--- config.mk ---
export PLATFORM = sky130hd
export DESIGN_NAME = cmd_effect_log
export DESIGN_NICKNAME = d
export VERILOG_FILES = /design/src/rtl/cel_pkg.sv /design/src/rtl/cel_scanner.sv /design/src/rtl/cel_store.sv /design/src/rtl/cel_server.sv /design/src/rtl/cmd_effect_log.sv
export SDC_FILE = /design/constraint.sdc
export NUM_CORES = 2
export LEC_CHECK = 0
export CORE_MARGIN = 10
export CORE_UTILIZATION = 53
export DETAILED_ROUTE_END_ITERATION = 8
export DONT_BUFFER_PORTS = 1
export PLACE_DENSITY = 0.8
export SLEW_MARGIN = 20
export SYNTH_ARGS = -nofsm -noshare
export SYNTH_HDL_FRONTEND = slang
export SYNTH_HIERARCHICAL = 1
export SYNTH_SLANG_ARGS = --single-unit
--- constraint.sdc ---
create_clock -name clk -period 6.1 [get_ports clk]
set_input_delay 0.61 -clock clk [delete_from_list [all_inputs] [get_ports clk]]
set_output_delay 0.61 -clock clk [all_outputs]
set_load 0.005 [all_outputs]
--- src/rtl/cel_pkg.sv ---
package cel_pkg;

  localparam logic [7:0] CODE_OK        = 8'h00;
  localparam logic [7:0] CODE_BAD_INPUT = 8'h02;
  localparam logic [7:0] CODE_UNSUPP    = 8'h03;

  localparam logic KIND_LIST = 1'b0;
  localparam logic KIND_READ = 1'b1;

  typedef enum logic [1:0] {
    SV_IDLE   = 2'd0,
    SV_STREAM = 2'd1,
    SV_REPLY  = 2'd2
  } srv_state_e;

  // bits [15:0] land in log bytes 0..1, bits [31:16] in bytes 2..3
  typedef struct packed {
    logic [15:0] effect;
    logic [15:0] opcode;
  } cel_rec_t;

  function automatic logic [15:0] make_opcode(input logic [7:0] set_num,
                                              input logic [7:0] cmd_num);
    return {set_num, cmd_num};
  endfunction

  function automatic logic [7:0] rec_lane(input cel_rec_t rec, input logic [1:0] lane);
    logic [7:0] b;
    case (lane)
      2'd0:    b = rec.opcode[7:0];
      2'd1:    b = rec.opcode[15:8];
      2'd2:    b = rec.effect[7:0];
      default: b = rec.effect[15:8];
    endcase
    return b;
  endfunction

endpackage

--- src/rtl/cel_scanner.sv ---
module cel_scanner
  import cel_pkg::*;
#(
  parameter int SET_BITS = 8,
  parameter int CMD_BITS = 8,
  parameter int MAX_REC  = 64,
  parameter int CNT_W    = $clog2(MAX_REC + 1)
) (
  input  logic                clk,
  input  logic                rst_n,
  output logic [SET_BITS-1:0] tbl_set,
  output logic [CMD_BITS-1:0] tbl_cmd,
  input  logic                tbl_present,
  input  logic [15:0]         tbl_effect,
  output logic                wr_en,
  output logic [CNT_W-1:0]    wr_idx,
  output cel_rec_t            wr_rec,
  output logic [CNT_W-1:0]    rec_count,
  output logic                scan_done
);

  localparam int IDX_W = SET_BITS + CMD_BITS;
  localparam logic [IDX_W-1:0] IDX_LAST = '1;

  logic [IDX_W-1:0] idx_q;
  logic             scanning_q;
  logic [CNT_W-1:0] count_q;
  logic [7:0]       set_ext, cmd_ext;
  logic             room;
  logic             drop_evt;

  assign tbl_set = idx_q[IDX_W-1:CMD_BITS];
  assign tbl_cmd = idx_q[CMD_BITS-1:0];

  generate
    if (SET_BITS < 8) begin : g_set_pad
      assign set_ext = {{(8-SET_BITS){1'b0}}, tbl_set};
    end else begin : g_set_full
      assign set_ext = tbl_set;
    end
    if (CMD_BITS < 8) begin : g_cmd_pad
      assign cmd_ext = {{(8-CMD_BITS){1'b0}}, tbl_cmd};
    end else begin : g_cmd_full
      assign cmd_ext = tbl_cmd;
    end
  endgenerate

  assign room     = 32'(count_q) < 32'(MAX_REC);
  assign wr_en    = scanning_q && tbl_present && room;
  assign drop_evt = scanning_q && tbl_present && !room;
  assign wr_idx   = count_q;

  always_comb begin
    wr_rec        = '0;
    wr_rec.opcode = make_opcode(set_ext, cmd_ext);
    wr_rec.effect = tbl_effect;
  end

  always_ff @(posedge clk or negedge rst_n) begin
    if (!rst_n) begin
      idx_q      <= '0;
      scanning_q <= 1'b1;
      count_q    <= '0;
    end else begin
      if (scanning_q) begin
        idx_q <= idx_q + 1'b1;
        if (idx_q == IDX_LAST) scanning_q <= 1'b0;
      end
      if (wr_en) count_q <= count_q + 1'b1;
    end
  end

  assign rec_count = count_q;
  assign scan_done = !scanning_q;

  AST_COUNT_CAP: assert property (@(posedge clk) disable iff (!rst_n)
    32'(rec_count) <= 32'(MAX_REC));
  AST_DROP_KEEPS_FULL: assert property (@(posedge clk) disable iff (!rst_n)
    drop_evt |=> (32'(rec_count) == 32'(MAX_REC)));
  AST_LOG_FROZEN: assert property (@(posedge clk) disable iff (!rst_n)
    scan_done |=> $stable(rec_count));
  AST_SCAN_ONCE: assert property (@(posedge clk) disable iff (!rst_n)
    scan_done |=> scan_done);

endmodule

--- src/rtl/cel_store.sv ---
module cel_store
  import cel_pkg::*;
#(
  parameter int MAX_REC = 64,
  parameter int CNT_W   = $clog2(MAX_REC + 1),
  parameter int ADDR_W  = 17
) (
  input  logic              clk,
  input  logic              rst_n,
  input  logic              wr_en,
  input  logic [CNT_W-1:0]  wr_idx,
  input  cel_rec_t          wr_rec,
  input  logic [CNT_W-1:0]  rec_count,
  input  logic [ADDR_W-1:0] rd_addr,
  output logic [7:0]        rd_byte
);

  localparam int RI_W = (MAX_REC > 1) ? $clog2(MAX_REC) : 1;

  cel_rec_t mem_q [MAX_REC];

  logic [ADDR_W-3:0] word;
  logic [1:0]        lane;
  logic              in_log;
  cel_rec_t          rec;

  always_ff @(posedge clk or negedge rst_n) begin
    if (!rst_n) begin
      for (int i = 0; i < MAX_REC; i++) mem_q[i] <= '0;
    end else if (wr_en) begin
      mem_q[wr_idx[RI_W-1:0]] <= wr_rec;
    end
  end

  assign word   = rd_addr[ADDR_W-1:2];
  assign lane   = rd_addr[1:0];
  assign in_log = 32'(word) < 32'(rec_count);

  always_comb begin
    rec     = '0;
    rd_byte = '0;
    if (in_log) begin
      rec     = mem_q[word[RI_W-1:0]];
      rd_byte = rec_lane(rec, lane);
    end
  end

  AST_WRITE_INSIDE: assert property (@(posedge clk) disable iff (!rst_n)
    wr_en |-> (32'(wr_idx) < 32'(MAX_REC)));

endmodule

--- src/rtl/cel_server.sv ---
module cel_server
  import cel_pkg::*;
#(
  parameter int           LEN_W         = 16,
  parameter int           PAYLOAD_BYTES = 512,
  parameter int           CNT_W         = 7,
  parameter logic [127:0] LOG_ID        = '0
) (
  input  logic              clk,
  input  logic              rst_n,
  input  logic              scan_done,
  input  logic [CNT_W-1:0]  rec_count,
  output logic              busy,
  input  logic              req_valid,
  input  logic              req_kind,
  input  logic [127:0]      req_id,
  input  logic [LEN_W-1:0]  req_off,
  input  logic [LEN_W-1:0]  req_len,
  output logic [LEN_W:0]    rd_addr,
  input  logic [7:0]        rd_byte,
  output logic              rsp_valid,
  output logic [7:0]        rsp_code,
  output logic [LEN_W-1:0]  rsp_len,
  output logic [7:0]        rsp_entries,
  output logic [127:0]      rsp_log_id,
  output logic [LEN_W-1:0]  rsp_log_size,
  output logic              out_valid,
  output logic [LEN_W-1:0]  out_idx,
  output logic [7:0]        out_byte
);

  function automatic logic past_limit(input logic [LEN_W-1:0] off,
                                      input logic [LEN_W-1:0] len);
    logic [31:0] sum;
    sum = 32'(off) + 32'(len);
    return sum > 32'(PAYLOAD_BYTES);
  endfunction

  function automatic logic [LEN_W-1:0] log_bytes(input logic [CNT_W-1:0] cnt);
    logic [31:0] t;
    t = 32'(cnt) * 32'd4;
    return t[LEN_W-1:0];
  endfunction

  srv_state_e       state_q;
  logic [LEN_W-1:0] off_q, len_q, cnt_q, rlen_q;
  logic [7:0]       code_q;
  logic             list_q;

  logic accept, acc_read, acc_list;
  logic bounds_bad, id_bad;
  logic stream_last;

  assign busy       = !scan_done || (state_q != SV_IDLE);
  assign accept     = req_valid && !busy;
  assign acc_read   = accept && (req_kind == KIND_READ);
  assign acc_list   = accept && (req_kind == KIND_LIST);
  assign bounds_bad = past_limit(req_off, req_len);
  assign id_bad     = req_id != LOG_ID;
  assign stream_last = (state_q == SV_STREAM) && (cnt_q == len_q - 1'b1);

  always_ff @(posedge clk or negedge rst_n) begin
    if (!rst_n) begin
      state_q <= SV_IDLE;
      off_q   <= '0;
      len_q   <= '0;
      cnt_q   <= '0;
      rlen_q  <= '0;
      code_q  <= CODE_OK;
      list_q  <= 1'b0;
    end else begin
      case (state_q)
        SV_IDLE: begin
          if (acc_list) begin
            state_q <= SV_REPLY;
            code_q  <= CODE_OK;
            rlen_q  <= '0;
            list_q  <= 1'b1;
          end else if (acc_read) begin
            list_q <= 1'b0;
            rlen_q <= '0;
            if (bounds_bad) begin
              state_q <= SV_REPLY;
              code_q  <= CODE_BAD_INPUT;
            end else if (id_bad) begin
              state_q <= SV_REPLY;
              code_q  <= CODE_UNSUPP;
            end else if (req_len == '0) begin
              state_q <= SV_REPLY;
              code_q  <= CODE_OK;
            end else begin
              state_q <= SV_STREAM;
              off_q   <= req_off;
              len_q   <= req_len;
              cnt_q   <= '0;
            end
          end
        end
        SV_STREAM: begin
          cnt_q <= cnt_q + 1'b1;
          if (stream_last) begin
            state_q <= SV_REPLY;
            code_q  <= CODE_OK;
            rlen_q  <= len_q;
          end
        end
        default: begin
          state_q <= SV_IDLE;
          list_q  <= 1'b0;
        end
      endcase
    end
  end

  assign rd_addr      = {1'b0, off_q} + {1'b0, cnt_q};
  assign out_valid    = (state_q == SV_STREAM);
  assign out_idx      = cnt_q;
  assign out_byte     = out_valid ? rd_byte : 8'h00;

  assign rsp_valid    = (state_q == SV_REPLY);
  assign rsp_code     = rsp_valid ? code_q : 8'h00;
  assign rsp_len      = rsp_valid ? rlen_q : '0;
  assign rsp_entries  = (rsp_valid && list_q) ? 8'd1 : 8'd0;
  assign rsp_log_id   = (rsp_valid && list_q) ? LOG_ID : '0;
  assign rsp_log_size = (rsp_valid && list_q) ? log_bytes(rec_count) : '0;

  AST_BOUNDS_FIRST: assert property (@(posedge clk) disable iff (!rst_n)
    (acc_read && bounds_bad) |=> (rsp_valid && rsp_code == CODE_BAD_INPUT));
  AST_ID_REJECT: assert property (@(posedge clk) disable iff (!rst_n)
    (acc_read && !bounds_bad && id_bad) |=> (rsp_valid && rsp_code == CODE_UNSUPP));
  AST_ERR_EMPTY: assert property (@(posedge clk) disable iff (!rst_n)
    (rsp_valid && rsp_code != CODE_OK) |-> (rsp_len == '0));
  AST_RSP_PULSE: assert property (@(posedge clk) disable iff (!rst_n)
    rsp_valid |=> !rsp_valid);
  AST_STREAM_RANGE: assert property (@(posedge clk) disable iff (!rst_n)
    out_valid |-> (32'(out_idx) < 32'(len_q)));
  AST_QUIET_IN_SCAN: assert property (@(posedge clk) disable iff (!rst_n)
    !scan_done |-> !(rsp_valid || out_valid));
  AST_STREAM_IN_BUF: assert property (@(posedge clk) disable iff (!rst_n)
    out_valid |-> (32'(rd_addr) < 32'(PAYLOAD_BYTES)));

endmodule

--- src/rtl/cmd_effect_log.sv ---
module cmd_effect_log
  import cel_pkg::*;
#(
  parameter int           SET_BITS      = 8,
  parameter int           CMD_BITS      = 8,
  parameter int           MAX_REC       = 64,
  parameter int           PAYLOAD_BYTES = 512,
  parameter int           LEN_W         = 16,
  parameter logic [127:0] LOG_ID        = 128'h5A3C_19E2_7D40_4B8F_A61C_0E92_D3B7_4F15
) (
  input  logic                clk,
  input  logic                rst_n,
  output logic [SET_BITS-1:0] tbl_set,
  output logic [CMD_BITS-1:0] tbl_cmd,
  input  logic                tbl_present,
  input  logic [15:0]         tbl_effect,
  output logic                busy,
  input  logic                req_valid,
  input  logic                req_kind,
  input  logic [127:0]        req_id,
  input  logic [LEN_W-1:0]    req_off,
  input  logic [LEN_W-1:0]    req_len,
  output logic                rsp_valid,
  output logic [7:0]          rsp_code,
  output logic [LEN_W-1:0]    rsp_len,
  output logic [7:0]          rsp_entries,
  output logic [127:0]        rsp_log_id,
  output logic [LEN_W-1:0]    rsp_log_size,
  output logic                out_valid,
  output logic [LEN_W-1:0]    out_idx,
  output logic [7:0]          out_byte
);

  localparam int CNT_W  = $clog2(MAX_REC + 1);
  localparam int ADDR_W = LEN_W + 1;

  logic             wr_en;
  logic [CNT_W-1:0] wr_idx;
  cel_rec_t         wr_rec;
  logic [CNT_W-1:0] rec_count;
  logic             scan_done;
  logic [ADDR_W-1:0] rd_addr;
  logic [7:0]       rd_byte;

  cel_scanner #(
    .SET_BITS(SET_BITS), .CMD_BITS(CMD_BITS), .MAX_REC(MAX_REC), .CNT_W(CNT_W)
  ) u_scan (
    .clk(clk), .rst_n(rst_n),
    .tbl_set(tbl_set), .tbl_cmd(tbl_cmd),
    .tbl_present(tbl_present), .tbl_effect(tbl_effect),
    .wr_en(wr_en), .wr_idx(wr_idx), .wr_rec(wr_rec),
    .rec_count(rec_count), .scan_done(scan_done)
  );

  cel_store #(
    .MAX_REC(MAX_REC), .CNT_W(CNT_W), .ADDR_W(ADDR_W)
  ) u_store (
    .clk(clk), .rst_n(rst_n),
    .wr_en(wr_en), .wr_idx(wr_idx), .wr_rec(wr_rec),
    .rec_count(rec_count), .rd_addr(rd_addr), .rd_byte(rd_byte)
  );

  cel_server #(
    .LEN_W(LEN_W), .PAYLOAD_BYTES(PAYLOAD_BYTES), .CNT_W(CNT_W), .LOG_ID(LOG_ID)
  ) u_srv (
    .clk(clk), .rst_n(rst_n),
    .scan_done(scan_done), .rec_count(rec_count), .busy(busy),
    .req_valid(req_valid), .req_kind(req_kind), .req_id(req_id),
    .req_off(req_off), .req_len(req_len),
    .rd_addr(rd_addr), .rd_byte(rd_byte),
    .rsp_valid(rsp_valid), .rsp_code(rsp_code), .rsp_len(rsp_len),
    .rsp_entries(rsp_entries), .rsp_log_id(rsp_log_id), .rsp_log_size(rsp_log_size),
    .out_valid(out_valid), .out_idx(out_idx), .out_byte(out_byte)
  );

endmodule

# --- Word level (Yosys, flattened, before mapping) ---
# Index checks and enable logic that the tools add are counted.
word_totals:
  ram_bits: 0
  regBits: 2147
  mem_bits_ro: 0
  memories: 0
  latchBits: 0
classes:
  div_mod_pow: 0
  n_reduce_logical: 21
  eq_ne: 15
  bitwise_logic: 8
  shift: 0
  mux: 43
  n_lt_le_gt_ge: 6
  mul: 0
  add_sub_neg: 6
op_table:
  columns: ["cell", "count"]
  rows:
  - ["bitwise mux 2048 bit", 1]
  - ["binary-select mux 32 bit (select 6 bit)", 1]
  - ["demux 32 bit (select 6 bit)", 1]
  - ["2-to-1 mux 16 bit", 9]
  - ["!= test 128 x 127 -> 1 bit (second input constant)", 1]
  - ["2-to-1 mux 127 bit", 1]
  - ["2-to-1 mux 32 bit", 3]
  - ["2-to-1 mux 8 bit", 9]
  - ["one-hot mux 16 bit (2 select lines)", 2]
  - ["adder 16 x 16 -> 17 bit", 2]
  - ["adder 16 x 1 -> 16 bit (second input constant)", 2]
  - ["> comparator 32 x 10 -> 1 bit (second input constant)", 1]
  - ["one-hot mux 8 bit (3 select lines)", 1]
  - ["equality test 16 bit", 1]
  - ["equality test 16 bit (second input constant)", 1]
  - ["zero test 16 bit", 1]
  - ["one-hot mux 8 bit (2 select lines)", 1]
  - ["subtractor 16 x 1 -> 16 bit (second input constant)", 1]
  - ["< comparator 15 x 7 -> 1 bit", 1]
  - [">= comparator 7 bit (second input constant)", 2]
  - ["NOT 6 -> 7 bit", 2]
  - ["2-to-1 mux 2 bit", 6]
  - ["AND reduction 6 bit", 2]
  - ["!= test 2 bit (second input constant)", 5]
  - ["21 further kinds", 42]

# --- Depth between registers and ports, before layout ---
depth:
  ltp_word: 8
  depth_mapped: 20

# --- Modules after synthesis ---
# Netlist, hierarchy kept.
modules_own_cells:
  columns: ["module", "n_inst", "area_per_inst_um2", "cells_each"]
  rows:
  - ["cel_store", 1, 93221.9, 5814]
  - ["cel_server", 1, 7241.9, 832]
  - ["cel_scanner", 1, 1357.6, 128]

# --- Worst setup path before layout ---
# OpenSTA, ideal clock, no wires.
synth_path:
  kind: "register to output"
  start: "reg u_srv.cnt_q[0] (netlist: u_srv/out_idx[0])"
  end: "out out_byte[3]"
  slack_ns: 1.695
  arrival_time_ns: 3.795
  required_ns: 5.490
  n_path_buf: 0
  path_stages_with_launch: 16
  path_cell_list: "dfrtp_1 ha_1 inv_1 fa_1 nor2b_1 o21a_1 o21ai_0 a21oi_1 a41o_1 o41ai_1 xnor2_1 or4_1 a2111oi_0 o211ai_1 a2111oi_0 and2_1"
synth_via:
  word_cells_on_any_way: 12
  classes_between: "add/sub (1); order compare (1); eq/ne (2); mux (6); bitwise (1); reduce/logical (1)"
synth_rtl:
  columns: ["element", "line", "text"]
  rows:
  - ["start: declaration", "cel_server.sv:46", "logic [LEN_W-1:0] off_q, len_q, cnt_q, rlen_q;"]
  - ["start signal: assignment", "cel_server.sv:100", "cnt_q <= cnt_q + 1'b1;"]
  - ["adder 16 x 16 -> 17 bit", "cel_server.sv:115", "assign rd_addr = {1'b0, off_q} + {1'b0, cnt_q};"]
  - ["via rd_addr[12]", "cmd_effect_log.sv:42", "logic [ADDR_W-1:0] rd_addr;"]
  - ["< comparator 15 x 7 -> 1 bit", "cel_store.sv:37", "assign in_log = 32'(word) < 32'(rec_count);"]
  - ["2-to-1 mux 8 bit", "cel_store.sv:42", "if (in_log) begin"]
  - ["via rd_byte[3]", "cmd_effect_log.sv:43", "logic [7:0] rd_byte;"]
  - ["2-to-1 mux 8 bit", "cel_server.sv:118", "assign out_byte = out_valid ? rd_byte : 8'h00;"]
  - ["end: declaration", "cmd_effect_log.sv:31", "output logic [7:0] out_byte"]
# The timed path passes the listed nets, and every way through them passes these cells. The select of a mux whose other input is x is not followed.

# --- Final worst setup path ---
layout_path:
  start: "reg u_srv.cnt_q[2] (netlist: u_srv/out_idx[2])"
  end: "out out_byte[3]"
layout_via:
  elab_chain_len: 8
  word_cells_on_any_way: 9
  classes_between: "add/sub (1); order compare (1); mux (6); bitwise (1)"
layout_rtl:
  columns: ["element", "line", "text"]
  rows:
  - ["adder 16 x 16 -> 17 bit (*)", "cel_server.sv:115", null]
  - ["via rd_addr[6]", "cmd_effect_log.sv:42", null]
  - ["NOT 6 -> 7 bit (implied by the code)", "cel_store.sv:43", "rec = mem_q[word[RI_W-1:0]];"]
  - ["binary-select mux 32 bit (select 6 bit)", "cel_store.sv:43", null]
  - ["2-to-1 mux 32 bit (implied by the code) (2 in a row)", "cel_store.sv:43", null]
  - ["one-hot mux 8 bit (3 select lines)", "cel_pkg.sv:29", "case (lane)"]
  - ["2-to-1 mux 8 bit (*)", "cel_store.sv:42", null]
  - ["via rd_byte[3]", "cmd_effect_log.sv:43", null]
  - ["2-to-1 mux 8 bit (*)", "cel_server.sv:118", null]
# The timed path passes the listed nets; every way through them passes the cells marked *. The select of a mux whose other input is x is not followed.

==> qor.json <==
{
  "setup_ws": {"value": -0.00110, "unit": "ns"},
  "ioPinCount": {"value": 400},
  "cts-htree-levels": {"value": 4},
  "reg2reg_setup_slack": {"value": 1.67, "unit": "ns"},
  "gp_congestion": {"value": 0.952},
  "drive_above_1_share": {"value": 49.8, "unit": "%"},
  "routedWlPerCell": {"value": 33.2, "unit": "um"},
  "drt_drc_violations_left": {"value": 4},
  "initialDrtViolationCount": {"value": 7121},
  "finalWirelength": {"value": 307000, "unit": "um"},
  "critPathKind": {"value": "flip-flop to output pin"},
  "synth-warning-count": {"value": 6},
  "vias": {"value": 62400},
  "power_leakage": {"value": 52.7, "unit": "nW"},
  "p_per_area": {"value": 251, "unit": "nW/um^2"},
  "die_span_x": {"value": 458, "unit": "um"},
  "timing.hold.worst.class": {"value": "input port to flip-flop"},
  "start_kind": {"value": "flip-flop"},
  "synthesis.instances": {"value": 6773},
  "drt_pre_antenna_iters": {"value": 9},
  "postRouteAntennaNets": {"value": 0},
  "reported_max_cap_violation_count": {"value": 0},
  "critPathMaxFanout": {"value": 12},
  "maxClockFrequency": {"value": 164, "unit": "MHz"},
  "clk_path_buf_depth": {"value": 3},
  "cts_num_sinks": {"value": 2141},
  "grt_max_degree": {"value": 234},
  "cts-root-buf": {"value": "sky130_fd_sc_hd__clkbuf_16"},
  "placement.setup.worst_slack": {"value": 0.253, "unit": "ns"},
  "irDropWorstVdd": {"value": 314, "unit": "uV"},
  "track_usage": {"value": 28.5, "unit": "%"},
  "fp.coreArea": {"value": 191000, "unit": "um^2"},
  "report.final.setup_viol": {"value": 1},
  "dp.final_hpwl": {"value": 186000, "unit": "um"},
  "grt_pass1_wl": {"value": 446000, "unit": "um"},
  "dieArea": {"value": 210000, "unit": "um^2"},
  "syn_area": {"value": 102000, "unit": "um^2"},
  "timing.final.crit_period": {"value": 6.10, "unit": "ns"},
  "via_per_inst": {"value": 6.75},
  "failed_checks": {"value": "DRC, setup timing"},
  "slew_viol_final": {"value": 0},
  "critical_path_required": {"value": 5.49, "unit": "ns"},
  "final_hold_viol_count": {"value": 0},
  "rsz0062_at_grt": {"value": "true"},
  "tightestPinTransition": {"value": 1.24, "unit": "ns"},
  "grt_antenna_before_repair": {"value": 14},
  "numCtsBuffers": {"value": 212},
  "placement.io_buffers": {"value": 0},
  "whs": {"value": 0.0548, "unit": "ns"},
  "timing.critical_path.arrival": {"value": 5.49, "unit": "ns"},
  "critPathCaptureType": {"value": "output pin"},
  "first_global_vias": {"value": 64400},
  "hold_path_startpoint": {"value": "tbl_present"},
  "tritoncts": {"value": "yes"},
  "final.setup_skew": {"value": 0.0565, "unit": "ns"},
  "cts.reportedPaths.clkPinSlew": {"value": 0.07, "unit": "ns"},
  "reg2reg_from": {"value": "u_scan/scanning_q$_DFF_PN1_"},
  "gr-total-overflow": {"value": 0},
  "worst_slew_margin_rel": {"value": 17.1, "unit": "%"},
  "fp.dieH": {"value": 458, "unit": "um"},
  "initial_utilization": {"value": 53.4, "unit": "%"},
  "num-nets-final": {"value": 6777},
  "fin_crit_sh": {"value": 100, "unit": "%"},
  "post_synth.cell_area_avg": {"value": 15.0, "unit": "um^2"},
  "run_status": {"value": "finished with violations"},
  "num_rows": {"value": 160},
  "clk_latency": {"value": 0.88, "unit": "ns"},
  "areaGrowthSynthToFinish": {"value": 10.4, "unit": "%"},
  "worst_setup_path_startpoint": {"value": "u_srv/out_idx[2]$_DFFE_PN0P_"}
}
## power breakdown
group | total, mW | internal, mW | switching [mW]
clock network | 13.4 | 7.66 | 5.71
registers | 14.2 | 14.2 | 0
logic | 0.600 | 0.135 | 0.466
## cell usage in the layout (no fill, tap or decap), types with 16 or more instances in the layout
cell and count:
sky130_fd_sc_hd__buf_16 37, sky130_fd_sc_hd__nor4bb_1 23, sky130_fd_sc_hd__o22ai_1 29, sky130_fd_sc_hd__nor4b_1 17
sky130_fd_sc_hd__xnor2_1 34, sky130_fd_sc_hd__conb_1 87, sky130_fd_sc_hd__a21oi_1 48, sky130_fd_sc_hd__clkbuf_16 220
sky130_fd_sc_hd__o21ai_1 29, sky130_fd_sc_hd__nand2_2 17, sky130_fd_sc_hd__clkinv_2 36, sky130_fd_sc_hd__xor2_1 20
sky130_fd_sc_hd__dlygate4sd3_1 35, sky130_fd_sc_hd__and3_1 20, sky130_fd_sc_hd__nor2b_1 17, sky130_fd_sc_hd__o21ai_0 33
sky130_fd_sc_hd__clkbuf_8 43, sky130_fd_sc_hd__dfrtp_1 2123, sky130_fd_sc_hd__nor3_1 36, sky130_fd_sc_hd__clkbuf_1 56
sky130_fd_sc_hd__and2_1 35, sky130_fd_sc_hd__nor2_1 62, sky130_fd_sc_hd__buf_12 32, sky130_fd_sc_hd__nor2_4 49
sky130_fd_sc_hd__mux4_2 556, sky130_fd_sc_hd__nand3_1 49, sky130_fd_sc_hd__a22oi_1 43, sky130_fd_sc_hd__mux2_2 2056
sky130_fd_sc_hd__buf_4 165, sky130_fd_sc_hd__nand4_1 35, sky130_fd_sc_hd__ha_1 41, sky130_fd_sc_hd__nand2_1 138
sky130_fd_sc_hd__dfrtp_2 17, sky130_fd_sc_hd__mux2_1 25, sky130_fd_sc_hd__nor4_1 24, sky130_fd_sc_hd__nand2b_1 16
sky130_fd_sc_hd__inv_1 26, sky130_fd_sc_hd__mux2i_1 68
## metrics by stage
step                      cells  power [mW]  util (%)   TNS, ns  cell area [um^2]
after floorplan            6859        14.7         -         0            102000
after global placement     8759        14.9      54.3         0            103000
after detailed placement   8768        14.9      54.4         0            104000
after CTS                  9215        28.3      58.7   -0.0200            112000
after global routing       9242        29.0      59.0    -0.161            112000
final                      9247        28.2      59.0  -0.00110            112000
## registers in the layout, summed over array words and instances, names as in the netlist, 2 cells and up
signal,flops
u_srv/out_idx,16
u_store/mem_q,2048
u_srv/len_q,16
u_scan/rec_count,7
u_srv/code_q,2
u_srv/off_q,16
u_srv/rlen_q,16
u_srv/state_q,2
u_scan/idx_q,16
## what timing repair did
item                                   in CTS  in global routing
buffers inserted                            3                 12
gates cloned                                3                  7
setup endpoints to repair                   8                  8
gates resized for setup                    30                 48
hold buffers                               52                  0
endpoints found under the hold margin    1287                  0
pin swaps                                   0                  4
## worst paths after layout
| path | endpoint | depth (start not counted) |
|---|---|---|
| worst max-delay path | out_byte[3] | 19 |
| worst min-delay path | u_scan/rec_count[0]$_DFFE_PN0P_ | 2 |
| worst max register to register | u_store/mem_q[1675]$_DFFE_PN0P_ | 7 |
| worst min register to register | u_srv/off_q[2]$_DFFE_PN0P_ | 1 |
| max in group asynchronous | u_store/mem_q[1337]$_DFFE_PN0P_ | 9 |
| min in group asynchronous | u_scan/idx_q[2]$_DFFE_PN0P_ | 2 |
## routing by layer
metal / vias up / global-route usage (%) / share of wire, %
met3: 1027 / 9.21 / 11
met1: 33300 / 36.2 / 37
met5: - / 0.317 / 0.038
met4: 6 / 15.6 / 6.7
met2: 3638 / 43.5 / 45
li1: 24400 / - / -
## critical path, cell delays in order (launching register included)
cell and delay (ns):
sky130_fd_sc_hd__dfrtp_1 0.36, sky130_fd_sc_hd__buf_4 0.19, sky130_fd_sc_hd__ha_2 0.36, sky130_fd_sc_hd__nor2b_1 0.16, sky130_fd_sc_hd__o21a_1 0.19, sky130_fd_sc_hd__o21ai_1 0.21
sky130_fd_sc_hd__nand2b_1 0.14, sky130_fd_sc_hd__a21oi_4 0.24, sky130_fd_sc_hd__xnor2_4 0.17, sky130_fd_sc_hd__clkinv_4 0.14, sky130_fd_sc_hd__buf_16 0.19, sky130_fd_sc_hd__buf_8 0.20
sky130_fd_sc_hd__o221ai_1 0.15, sky130_fd_sc_hd__o22ai_1 0.22, sky130_fd_sc_hd__nor3_1 0.07, sky130_fd_sc_hd__or4b_2 0.77, sky130_fd_sc_hd__o22ai_2 0.28, sky130_fd_sc_hd__a2111oi_0 0.14
sky130_fd_sc_hd__and2_2 0.29, sky130_fd_sc_hd__buf_12 0.14
## area by class of cell
cell class	count	area, um^2
fill	13800	78200
sequential	2141	53600
antenna	9	22.5
tap	2511	3140
clock buffer	314	6180
multi-input combinational	3879	44800
timing repair buffer	289	3620
clock inverter	75	950
inverter	29	129
(Power assumes the default switching activity.)
